`src/rtl/i2c_slv_pkg.sv`:
```
package i2c_slv_pkg;
   localparam int BYTE_W   = 8;
   localparam int ACK_SLOT = BYTE_W;       // bit count at which the ninth clock begins
   localparam int FRAME_END = BYTE_W + 1;  // bit count after the ninth clock

   typedef enum logic [2:0] {
      ST_IDLE,
      ST_ADDR,
      ST_SUB,
      ST_WDATA,
      ST_RDATA
   } slv_state_t;
endpackage

```
`src/rtl/i2c_slv_line_mon.sv`:
```
module i2c_slv_line_mon #(
   parameter int SYNC_STAGES = 2
) (
   input  logic clk,
   input  logic rst_n,
   input  logic scl_raw,
   input  logic sda_raw,
   output logic sda_s,
   output logic scl_rise,
   output logic scl_fall,
   output logic start_det,
   output logic stop_det
);
   logic [SYNC_STAGES-1:0] scl_chain, sda_chain;
   logic scl_s, scl_d, sda_d;

   generate
      if (SYNC_STAGES == 1) begin : g_single
         always_ff @(posedge clk or negedge rst_n) begin
            if (!rst_n) begin
               scl_chain <= '1;
               sda_chain <= '1;
            end else begin
               scl_chain[0] <= scl_raw;
               sda_chain[0] <= sda_raw;
            end
         end
      end else begin : g_multi
         always_ff @(posedge clk or negedge rst_n) begin
            if (!rst_n) begin
               scl_chain <= '1;
               sda_chain <= '1;
            end else begin
               scl_chain <= {scl_chain[SYNC_STAGES-2:0], scl_raw};
               sda_chain <= {sda_chain[SYNC_STAGES-2:0], sda_raw};
            end
         end
      end
   endgenerate

   assign scl_s = scl_chain[SYNC_STAGES-1];
   assign sda_s = sda_chain[SYNC_STAGES-1];

   always_ff @(posedge clk or negedge rst_n) begin
      if (!rst_n) begin
         scl_d <= 1'b1;
         sda_d <= 1'b1;
      end else begin
         scl_d <= scl_s;
         sda_d <= sda_s;
      end
   end

   assign scl_rise  = scl_s & ~scl_d;
   assign scl_fall  = ~scl_s & scl_d;
   assign start_det = scl_s & scl_d & sda_d & ~sda_s;
   assign stop_det  = scl_s & scl_d & ~sda_d & sda_s;
endmodule

```
`src/rtl/i2c_slv_shreg.sv`:
```
module i2c_slv_shreg #(
   parameter int W = 8
) (
   input  logic         clk,
   input  logic         rst_n,
   input  logic         load_en,
   input  logic [W-1:0] load_val,
   input  logic         shift_en,
   input  logic         fill,
   output logic [W-1:0] q
);
   always_ff @(posedge clk or negedge rst_n) begin
      if (!rst_n)        q <= '0;
      else if (load_en)  q <= load_val;
      else if (shift_en) q <= {q[W-2:0], fill};
   end
endmodule

```
`src/rtl/i2c_slv_ptr.sv`:
```
module i2c_slv_ptr #(
   parameter int W = 8
) (
   input  logic         clk,
   input  logic         rst_n,
   input  logic         load_en,
   input  logic [W-1:0] load_val,
   input  logic         inc_en,
   output logic [W-1:0] q
);
   always_ff @(posedge clk or negedge rst_n) begin
      if (!rst_n)       q <= '0;
      else if (load_en) q <= load_val;
      else if (inc_en)  q <= q + W'(1);
   end
endmodule

```
`src/rtl/i2c_reg_slave.sv`:
```
module i2c_reg_slave
   import i2c_slv_pkg::*;
#(
   parameter logic [6:0] DEV_ADDR    = 7'h44,
   parameter int         ADDR_W      = 8,
   parameter int         SYNC_STAGES = 2
) (
   input  logic              clk,
   input  logic              rst_n,
   input  logic              scl_i,
   input  logic              sda_i,
   output logic              sda_oe,
   output logic [ADDR_W-1:0] reg_addr,
   output logic [7:0]        reg_wdata,
   output logic              reg_we,
   input  logic [7:0]        reg_rdata
);
   localparam int CNT_W = $clog2(FRAME_END + 1);
   localparam logic [CNT_W-1:0] CNT_ACK = CNT_W'(ACK_SLOT);
   localparam logic [CNT_W-1:0] CNT_END = CNT_W'(FRAME_END);

   generate
      if (ADDR_W < 1 || ADDR_W > BYTE_W) begin : g_bad_addr_w
         $error("ADDR_W must lie between 1 and 8");
      end
      if (SYNC_STAGES < 1) begin : g_bad_sync
         $error("SYNC_STAGES must be at least 1");
      end
   endgenerate

   logic sda_s, scl_rise, scl_fall, start_det, stop_det;

   i2c_slv_line_mon #(.SYNC_STAGES(SYNC_STAGES)) u_mon (
      .clk(clk), .rst_n(rst_n), .scl_raw(scl_i), .sda_raw(sda_i),
      .sda_s(sda_s), .scl_rise(scl_rise), .scl_fall(scl_fall),
      .start_det(start_det), .stop_det(stop_det)
   );

   slv_state_t state_q, state_n;
   logic [CNT_W-1:0] cnt_q, cnt_n;
   logic rw_q, rw_n, mack_q, mack_n, oe_q, oe_n, we_q, we_n;
   logic [7:0] wdata_q, wdata_n;
   logic sh_load, sh_shift, ptr_load, ptr_inc;
   logic [BYTE_W-1:0] sh_q;
   logic [ADDR_W-1:0] ptr_q;

   i2c_slv_shreg #(.W(BYTE_W)) u_shreg (
      .clk(clk), .rst_n(rst_n), .load_en(sh_load), .load_val(reg_rdata),
      .shift_en(sh_shift), .fill(sda_s), .q(sh_q)
   );

   i2c_slv_ptr #(.W(ADDR_W)) u_ptr (
      .clk(clk), .rst_n(rst_n), .load_en(ptr_load), .load_val(sh_q[ADDR_W-1:0]),
      .inc_en(ptr_inc), .q(ptr_q)
   );

   always_comb begin
      state_n  = state_q;
      cnt_n    = cnt_q;
      rw_n     = rw_q;
      mack_n   = mack_q;
      oe_n     = oe_q;
      we_n     = 1'b0;
      wdata_n  = wdata_q;
      sh_load  = 1'b0;
      sh_shift = 1'b0;
      ptr_load = 1'b0;
      ptr_inc  = 1'b0;
      if (stop_det) begin
         state_n = ST_IDLE;
         oe_n    = 1'b0;
         cnt_n   = '0;
      end else if (start_det) begin
         state_n = ST_ADDR;
         oe_n    = 1'b0;
         cnt_n   = '0;
      end else if (state_q != ST_IDLE) begin
         if (scl_rise) begin
            if (cnt_q < CNT_ACK) begin
               if (state_q != ST_RDATA) sh_shift = 1'b1;
            end else if (state_q == ST_RDATA) begin
               mack_n = ~sda_s;
            end
            cnt_n = cnt_q + CNT_W'(1);
         end else if (scl_fall) begin
            if (cnt_q == CNT_ACK) begin
               case (state_q)
                  ST_ADDR: begin
                     if (sh_q[7:1] == DEV_ADDR) begin
                        oe_n = 1'b1;
                        rw_n = sh_q[0];
                     end else begin
                        state_n = ST_IDLE;
                     end
                  end
                  ST_SUB: begin
                     ptr_load = 1'b1;
                     oe_n     = 1'b1;
                  end
                  ST_WDATA: begin
                     we_n    = 1'b1;
                     wdata_n = sh_q;
                     oe_n    = 1'b1;
                  end
                  default: oe_n = 1'b0;
               endcase
            end else if (cnt_q == CNT_END) begin
               cnt_n = '0;
               oe_n  = 1'b0;
               case (state_q)
                  ST_ADDR: begin
                     if (rw_q) begin
                        state_n = ST_RDATA;
                        sh_load = 1'b1;
                        ptr_inc = 1'b1;
                        oe_n    = ~reg_rdata[7];
                     end else begin
                        state_n = ST_SUB;
                     end
                  end
                  ST_SUB:   state_n = ST_WDATA;
                  ST_WDATA: ptr_inc = 1'b1;
                  default: begin
                     if (mack_q) begin
                        sh_load = 1'b1;
                        ptr_inc = 1'b1;
                        oe_n    = ~reg_rdata[7];
                     end else begin
                        state_n = ST_IDLE;
                     end
                  end
               endcase
            end else if (state_q == ST_RDATA && cnt_q != '0) begin
               sh_shift = 1'b1;
               oe_n     = ~sh_q[6];
            end
         end
      end
   end

   always_ff @(posedge clk or negedge rst_n) begin
      if (!rst_n) begin
         state_q <= ST_IDLE;
         cnt_q   <= '0;
         rw_q    <= 1'b0;
         mack_q  <= 1'b0;
         oe_q    <= 1'b0;
         we_q    <= 1'b0;
         wdata_q <= '0;
      end else begin
         state_q <= state_n;
         cnt_q   <= cnt_n;
         rw_q    <= rw_n;
         mack_q  <= mack_n;
         oe_q    <= oe_n;
         we_q    <= we_n;
         wdata_q <= wdata_n;
      end
   end

   assign sda_oe    = oe_q;
   assign reg_we    = we_q;
   assign reg_wdata = wdata_q;
   assign reg_addr  = ptr_q;
endmodule

```
`config.mk`:
```
export PLATFORM = sky130hd
export DESIGN_NAME = i2c_reg_slave
export DESIGN_NICKNAME = d
export VERILOG_FILES = /design/src/rtl/i2c_slv_pkg.sv /design/src/rtl/i2c_slv_line_mon.sv /design/src/rtl/i2c_slv_shreg.sv /design/src/rtl/i2c_slv_ptr.sv /design/src/rtl/i2c_reg_slave.sv
export SDC_FILE = /design/constraint.sdc
export NUM_CORES = 1
export LEC_CHECK = 0
export ABC_CLOCK_PERIOD_IN_PS = 3400
export CORE_MARGIN = 4
export CORE_UTILIZATION = 35
export DETAILED_ROUTE_END_ITERATION = 6
export PLACE_DENSITY_LB_ADDON = 0.05
export REMOVE_ABC_BUFFERS = 1
export SETUP_SLACK_MARGIN = 0.05
export SLEW_MARGIN = 20
export SYNTH_ARGS = -nofsm -noshare
export SYNTH_HDL_FRONTEND = slang
export SYNTH_SLANG_ARGS = --single-unit
```
`constraint.sdc`:
```
create_clock -name clk -period 3.4 [get_ports clk]
set_input_delay 0.68 -clock clk [delete_from_list [all_inputs] [get_ports clk]]
set_output_delay 0.68 -clock clk [all_outputs]
set_load 0.02 [all_outputs]
```
==> results.cfg, run 1 <==
[power]
p_total_mw = 1.16
irDropWorstVdd_uv = 233
power.leakage_nw = 1.20
power_density_mw_per_mm2 = 436

[global_route]
grt_max_degree = 42
overflow = 0
grt_pass1_vias = 1773
grt.total_usage_pct = 15.3
antenna_found_initial = 0
grt_pass1_wl_microns = 8990

[worst_setup_path]
crit_path_start_kind = flop
ff2ff_path_depth = 7
end_kind = flop
startpoint = u_mon.scl_d
rr_startpoint = u_mon.scl_d
worstPathRequired_ns = 3.58
crit_type = reg -> reg
reg2reg_slack_ns = 0.61
crit_arrival_ns = 2.97
cp_max_fo = 17
rr_endpoint = u_ptr.q[7]

[timing]
hold_slack_ns = 0.358
period_share_pct = 82.0
setup_viol = 0
slew_headroom_pct = 38.4
max_freq_mhz = 359
fin_crit_ns = 2.79
final_hold_viol_count = 0
worst_pin_slew_ns = 0.925
rsz0062_at_grt = false
slew_violations = 0
tns_ns = 0
fin_skew_ns = 0.00479
worst_slack_ns = 0.611

[routing]
vias_per_cell = 5.51
vias = 1773
detail_route.wirelength_microns = 5300
ant_nets = 0
drtIter0Drc = 119
wl_per_cell_microns = 16.4
drc = 0
first_pass_iters = 4

[synth]
synth.most_common_cell = dfrtp_1
yosysSeqAreaShare_pct = 47.2
synth-async-reset-ratio_pct = 100
synthCells = 215
synth.top_cells.by_area = dfrtp_1, dfstp_2, mux2_2
synth-edff-count = 0
avgSynthCellArea_sq_um = 10.2
ys.flop_type = dfrtp_1
synth-seq-cells = 41
yosysTopAreaCell = dfrtp_1
netlist.area_leader.share_pct = 40.0
yosysWarnings = 0
synth_cell_type_count = 45
netlist_area_sq_mm = 0.00219
synthTopCellsByCount = dfrtp_1, inv_1, nand2_1

[placement]
dp.cells = 314
place_worst_setup_slack_ns = 0.610
numPortBuffers = 29
gp_congestion = 0.854
dpl.hpwl_microns = 3810
placed_area_sq_mm = 0.00255

[cts]
cts_buffer_depth = 2
cts_sinks = 41
cts_buffers = 5
cts-resized-gates = 0
cts_setup_buffers = 0
path_clk_slew_ns = 0.08
clk_latency_ns = 0.29
tritoncts = done
cts-hold-fix-buffers = 0
h-tree-depth = 2
cts-root-buf = clkbuf_8

[finish]
final_cells = 322
final_util_pct = 44.5
num_antenna_cells = 0
fin_nets = 265
area_delta_synth_final_pct = 22.0
drive_gt1_share_pct = 13.4
stdcell_area_sq_mm = 0.00267

[floorplanning]
die_x_microns = 87.1
rows = 28
pin_count = 30
core_sq_mm = 0.00599
initial_utilization_pct = 36.5
fp.dieH_microns = 87.1
die-area_sq_mm = 0.00758

[min_path]
min_to = u_mon.scl_chain[1]
hp-start = u_mon.scl_chain[0]
whs_path_depth = 0
min_path_type = reg -> reg

[run_status]
status = finished, final reports clean

[flow_run]
max_cap_violations = 0
==> cells by family after synthesis <==
group | share of synthesized area [%]
compound gates | 16.1
xor+xnor | 3.20
fa+ha+maj | 4.00
buf+inv | 4.29
flops | 47.2
mux | 7.38
simple gates | 17.8
==> worst max path at each step <==
stage	endpoint	cells after the start	slack (ns)
5_1_grt	u_ptr.q[7]	7	0.46
6_report	u_ptr.q[7]	7	0.61
4_1_cts	u_ptr.q[7]	7	0.61
3_5_place_dp	u_ptr.q[7]	7	0.61
2_1_floorplan	u_ptr.q[7]	7	0.81
3_3_place_gp	u_ptr.q[7]	7	0.70
==> power breakdown <==
| part | switching (mW) | internal (mW) | total [mW] |
|---|---|---|---|
| combinational | 0.0786 | 0.0646 | 0.143 |
| clock | 0.169 | 0.239 | 0.409 |
| sequential | 0.0702 | 0.542 | 0.612 |
| total | 0.318 | 0.846 | 1.16 |
==> metal layers <==
layer	GRT usage [%]	vias up	wire (microns)
li1	-	843	-
met1	22.4	878	2670
met2	22.8	47	2320
met3	3.12	5	254
met4	4.39	0	46
met5	0	-	0
==> cells in the final DEF (no fill, tap or decap), types with 7 or more instances in the layout <==
master	synthesis	routed
nand3_1	8	8
clkdlybuf4s50_1	0	28
xor2_1	8	8
o21ai_0	9	9
mux2_2	9	9
inv_1	17	17
nand2_1	17	17
nand4_1	8	8
ha_1	7	7
nor2_1	10	10
a21oi_1	12	12
dfrtp_1	35	35
o221ai_1	7	7
==> critical path, stage by stage, from the launching register on <==
cell	delay, ns
dfstp_2	0.55
inv_1	0.04
ha_1	0.31
or4b_1	0.50
a2111o_1	0.61
and2_1	0.27
o2bb2ai_1	0.12
a211o_1	0.28
==> final cells by class <==
type | count | area, sq um
clock inverters | 1 | 30.0
fillers | 616 | 3320
repair buffers | 31 | 300
well taps | 75 | 93.8
clock buffers | 7 | 86.3
multi-input cells | 150 | 1060
flip-flops and latches | 41 | 1030
inverters | 17 | 63.8
==> sequential cells by signal, summed over array words and instances (netlist names) <==
register         cells
u_mon.sda_chain      2
u_shreg.q            8
mack_q               1
u_mon.scl_chain      2
rw_q                 1
state_q              3
reg_we               1
u_mon.sda_d          1
u_ptr.q              8
u_mon.scl_d          1
reg_wdata            8
cnt_q                4
sda_oe               1
No activity file was read; power rests on OpenSTA's default activity.
==> run 2: changes to the inputs <==
--- a/config.mk
+++ b/config.mk
@@ -5,7 +5,7 @@
 export SDC_FILE = /design/constraint.sdc
 export NUM_CORES = 1
 export LEC_CHECK = 0
-export ABC_CLOCK_PERIOD_IN_PS = 3400
+export ABC_CLOCK_PERIOD_IN_PS = 2320
 export CORE_MARGIN = 4
 export CORE_UTILIZATION = 35
 export DETAILED_ROUTE_END_ITERATION = 6
==> constraint.sdc (replaced) <==
create_clock -name clk -period 2.32 [get_ports clk]
set_input_delay 0.464 -clock clk [delete_from_list [all_inputs] [get_ports clk]]
set_output_delay 0.464 -clock clk [all_outputs]
set_load 0.02 [all_outputs]
==> results.cfg, run 2 (synthesis gave the netlist of run 1 again) <==
[global_route]
grt_max_degree = 26
overflow = 0
grt.total_usage_pct = 15.1
grt_pass1_vias = 1771
antenna_found_initial = 0
grt_pass1_wl_microns = 8820

[power]
power.leakage_nw = 1.28
irDropWorstVdd_uv = 344
power_density_mw_per_mm2 = 615

[cts]
cts_buffer_depth = 2
clk_latency_ns = 0.30
h-tree-depth = 2
cts_buffers = 5
path_clk_slew_ns = 0.08
cts_sinks = 41
cts-root-buf = clkbuf_8
cts-hold-fix-buffers = 0
cts_setup_buffers = 0
tritoncts = done

[worst_setup_path]
cp-endpoint = u_ptr.q[7]
crit_type = reg -> reg
worstPathRequired_ns = 2.51
startpoint = u_mon.scl_d
crit_arrival_ns = 2.42
rr_startpoint = u_mon.scl_d
cp_max_fo = 16
rr_endpoint = u_ptr.q[7]
reg2reg_slack_ns = 0.1
crit_path_start_kind = flop
end_kind = flop
ff2ff_path_depth = 7

[routing]
vias_per_cell = 5.23
vias = 1768
drc = 0
detail_route.wirelength_microns = 5300
drtIter0Drc = 127
first_pass_iters = 4
wl_per_cell_microns = 15.7
ant_nets = 0

[timing]
period_share_pct = 95.9
fin_skew_ns = 0.00863
fin_crit_ns = 2.22
slew_violations = 0
rsz0062_at_grt = true
worst_pin_slew_ns = 0.589
final_hold_viol_count = 0
slew_headroom_pct = 60.7
max_freq_mhz = 449
setup_viol = 0

[finish]
drive_gt1_share_pct = 20.2
mostFrequentLayoutCell = dfrtp_1
num_antenna_cells = 0
stdcell_area_sq_mm = 0.00280
fin_nets = 281
final_cell_mix = dfrtp_1, clkdlybuf4s50_1, inv_1, nand2_1, buf_4
nFillCells = 555
area_delta_synth_final_pct = 28.1
final_util_pct = 46.8

[floorplanning]
fp.dieH_microns = 87.1
pin_count = 30
die_x_microns = 87.1
core_sq_mm = 0.00599
rows = 28
initial_utilization_pct = 36.5
die-area_sq_mm = 0.00758

[placement]
dpl.hpwl_microns = 4010
gp_congestion = 0.838
numPortBuffers = 29
placed_area_sq_mm = 0.00267

[flow_run]
max_cap_violations = 0

[min_path]
min_path_type = in -> async

[run_status]
status = finished, final reports clean
-- run 2: cell count changes in the layout (fill, tap and decap cells not counted), sizes merged --
cell,before,now
buf,3,19
clkbuf,7,6
clkinvlp,0,1
-- run 2: how the worst min path moves through the flow --
stage	endpoint	slack [ns]	cells past startpoint
global route	cnt_q[2]	0.20	1
CTS	state_q[1]	0.18	1
floorplan	cnt_q[0]	0.17	0
global placement	u_mon.sda_chain[1]	0.35	0
detailed placement	u_mon.sda_chain[1]	0.35	0
finish	cnt_q[2]	0.16	1
-- run 2: power by group --
part / switching [mW] / leakage, nW / internal [mW]
combinational: 0.123 / 0.693 / 0.104
clock: 0.255 / 0.0574 / 0.350
sequential: 0.0977 / 0.527 / 0.795
-- run 2: through the flow --
| stage | TNS (ns) | hold WS [ns] | total power [mW] | instances | setup slack [ns] |
|---|---|---|---|---|---|
| final | 0 | 0.159 | 1.72 | 338 | 0.0950 |
| after global routing | 0 | 0.205 | 1.81 | 338 | 0.00210 |
| after CTS | 0 | 0.178 | 1.74 | 338 | 0.0549 |
| after detailed placement | 0 | 0.348 | 1.13 | 330 | 0.00860 |
| after global placement | 0 | 0.347 | 1.13 | 330 | 0.0179 |
| after floorplan | -0.268 | 0.168 | 1.01 | 208 | -0.268 |
-- run 2: routing by layer --
metal,vias to the layer above,global-route usage [%],wire [microns]
met1,841,22.7,2680
met5,-,0,0
met2,48,21.2,2270
met3,6,3.50,275
li1,873,-,-
met4,0,5.10,75
-- run 2: timing repair --
item	4_1_cts	5_1_grt
gates resized for setup	2	3
endpoints found under the setup margin	1	13
pin swaps	2	0
-- run 2: cell type report --
cell class / instances / area, sq um / share of cell area [%]
multi-input combinational: 150 / 1070 / 38.1
sequential: 41 / 1030 / 36.9
timing repair buffer: 47 / 424 / 15.1
tap: 75 / 93.8 / 3.35
clock buffer: 6 / 82.6 / 2.95
inverter: 17 / 63.8 / 2.28
clock inverter: 2 / 37.5 / 1.34
-- run 2: critical path, cell delays in order, from the launching register on --
cell	delay, ns
dfstp_2	0.53
inv_1	0.04
ha_2	0.17
or4b_1	0.46
a2111o_1	0.40
buf_6	0.17
nor4b_1	0.14
a211o_1	0.22
==> run 3: changes to the inputs <==
==> constraint.sdc (replaced) <==
create_clock -name clk -period 2.32 [get_ports clk]
set_input_delay 0.464 -clock clk [delete_from_list [all_inputs] [get_ports clk]]
set_output_delay 0.464 -clock clk [all_outputs]
set_load 0.01 [all_outputs]
==> results of run 3 <==
Same layout as run 2 (identical final DEF). Status: finished, final reports clean.
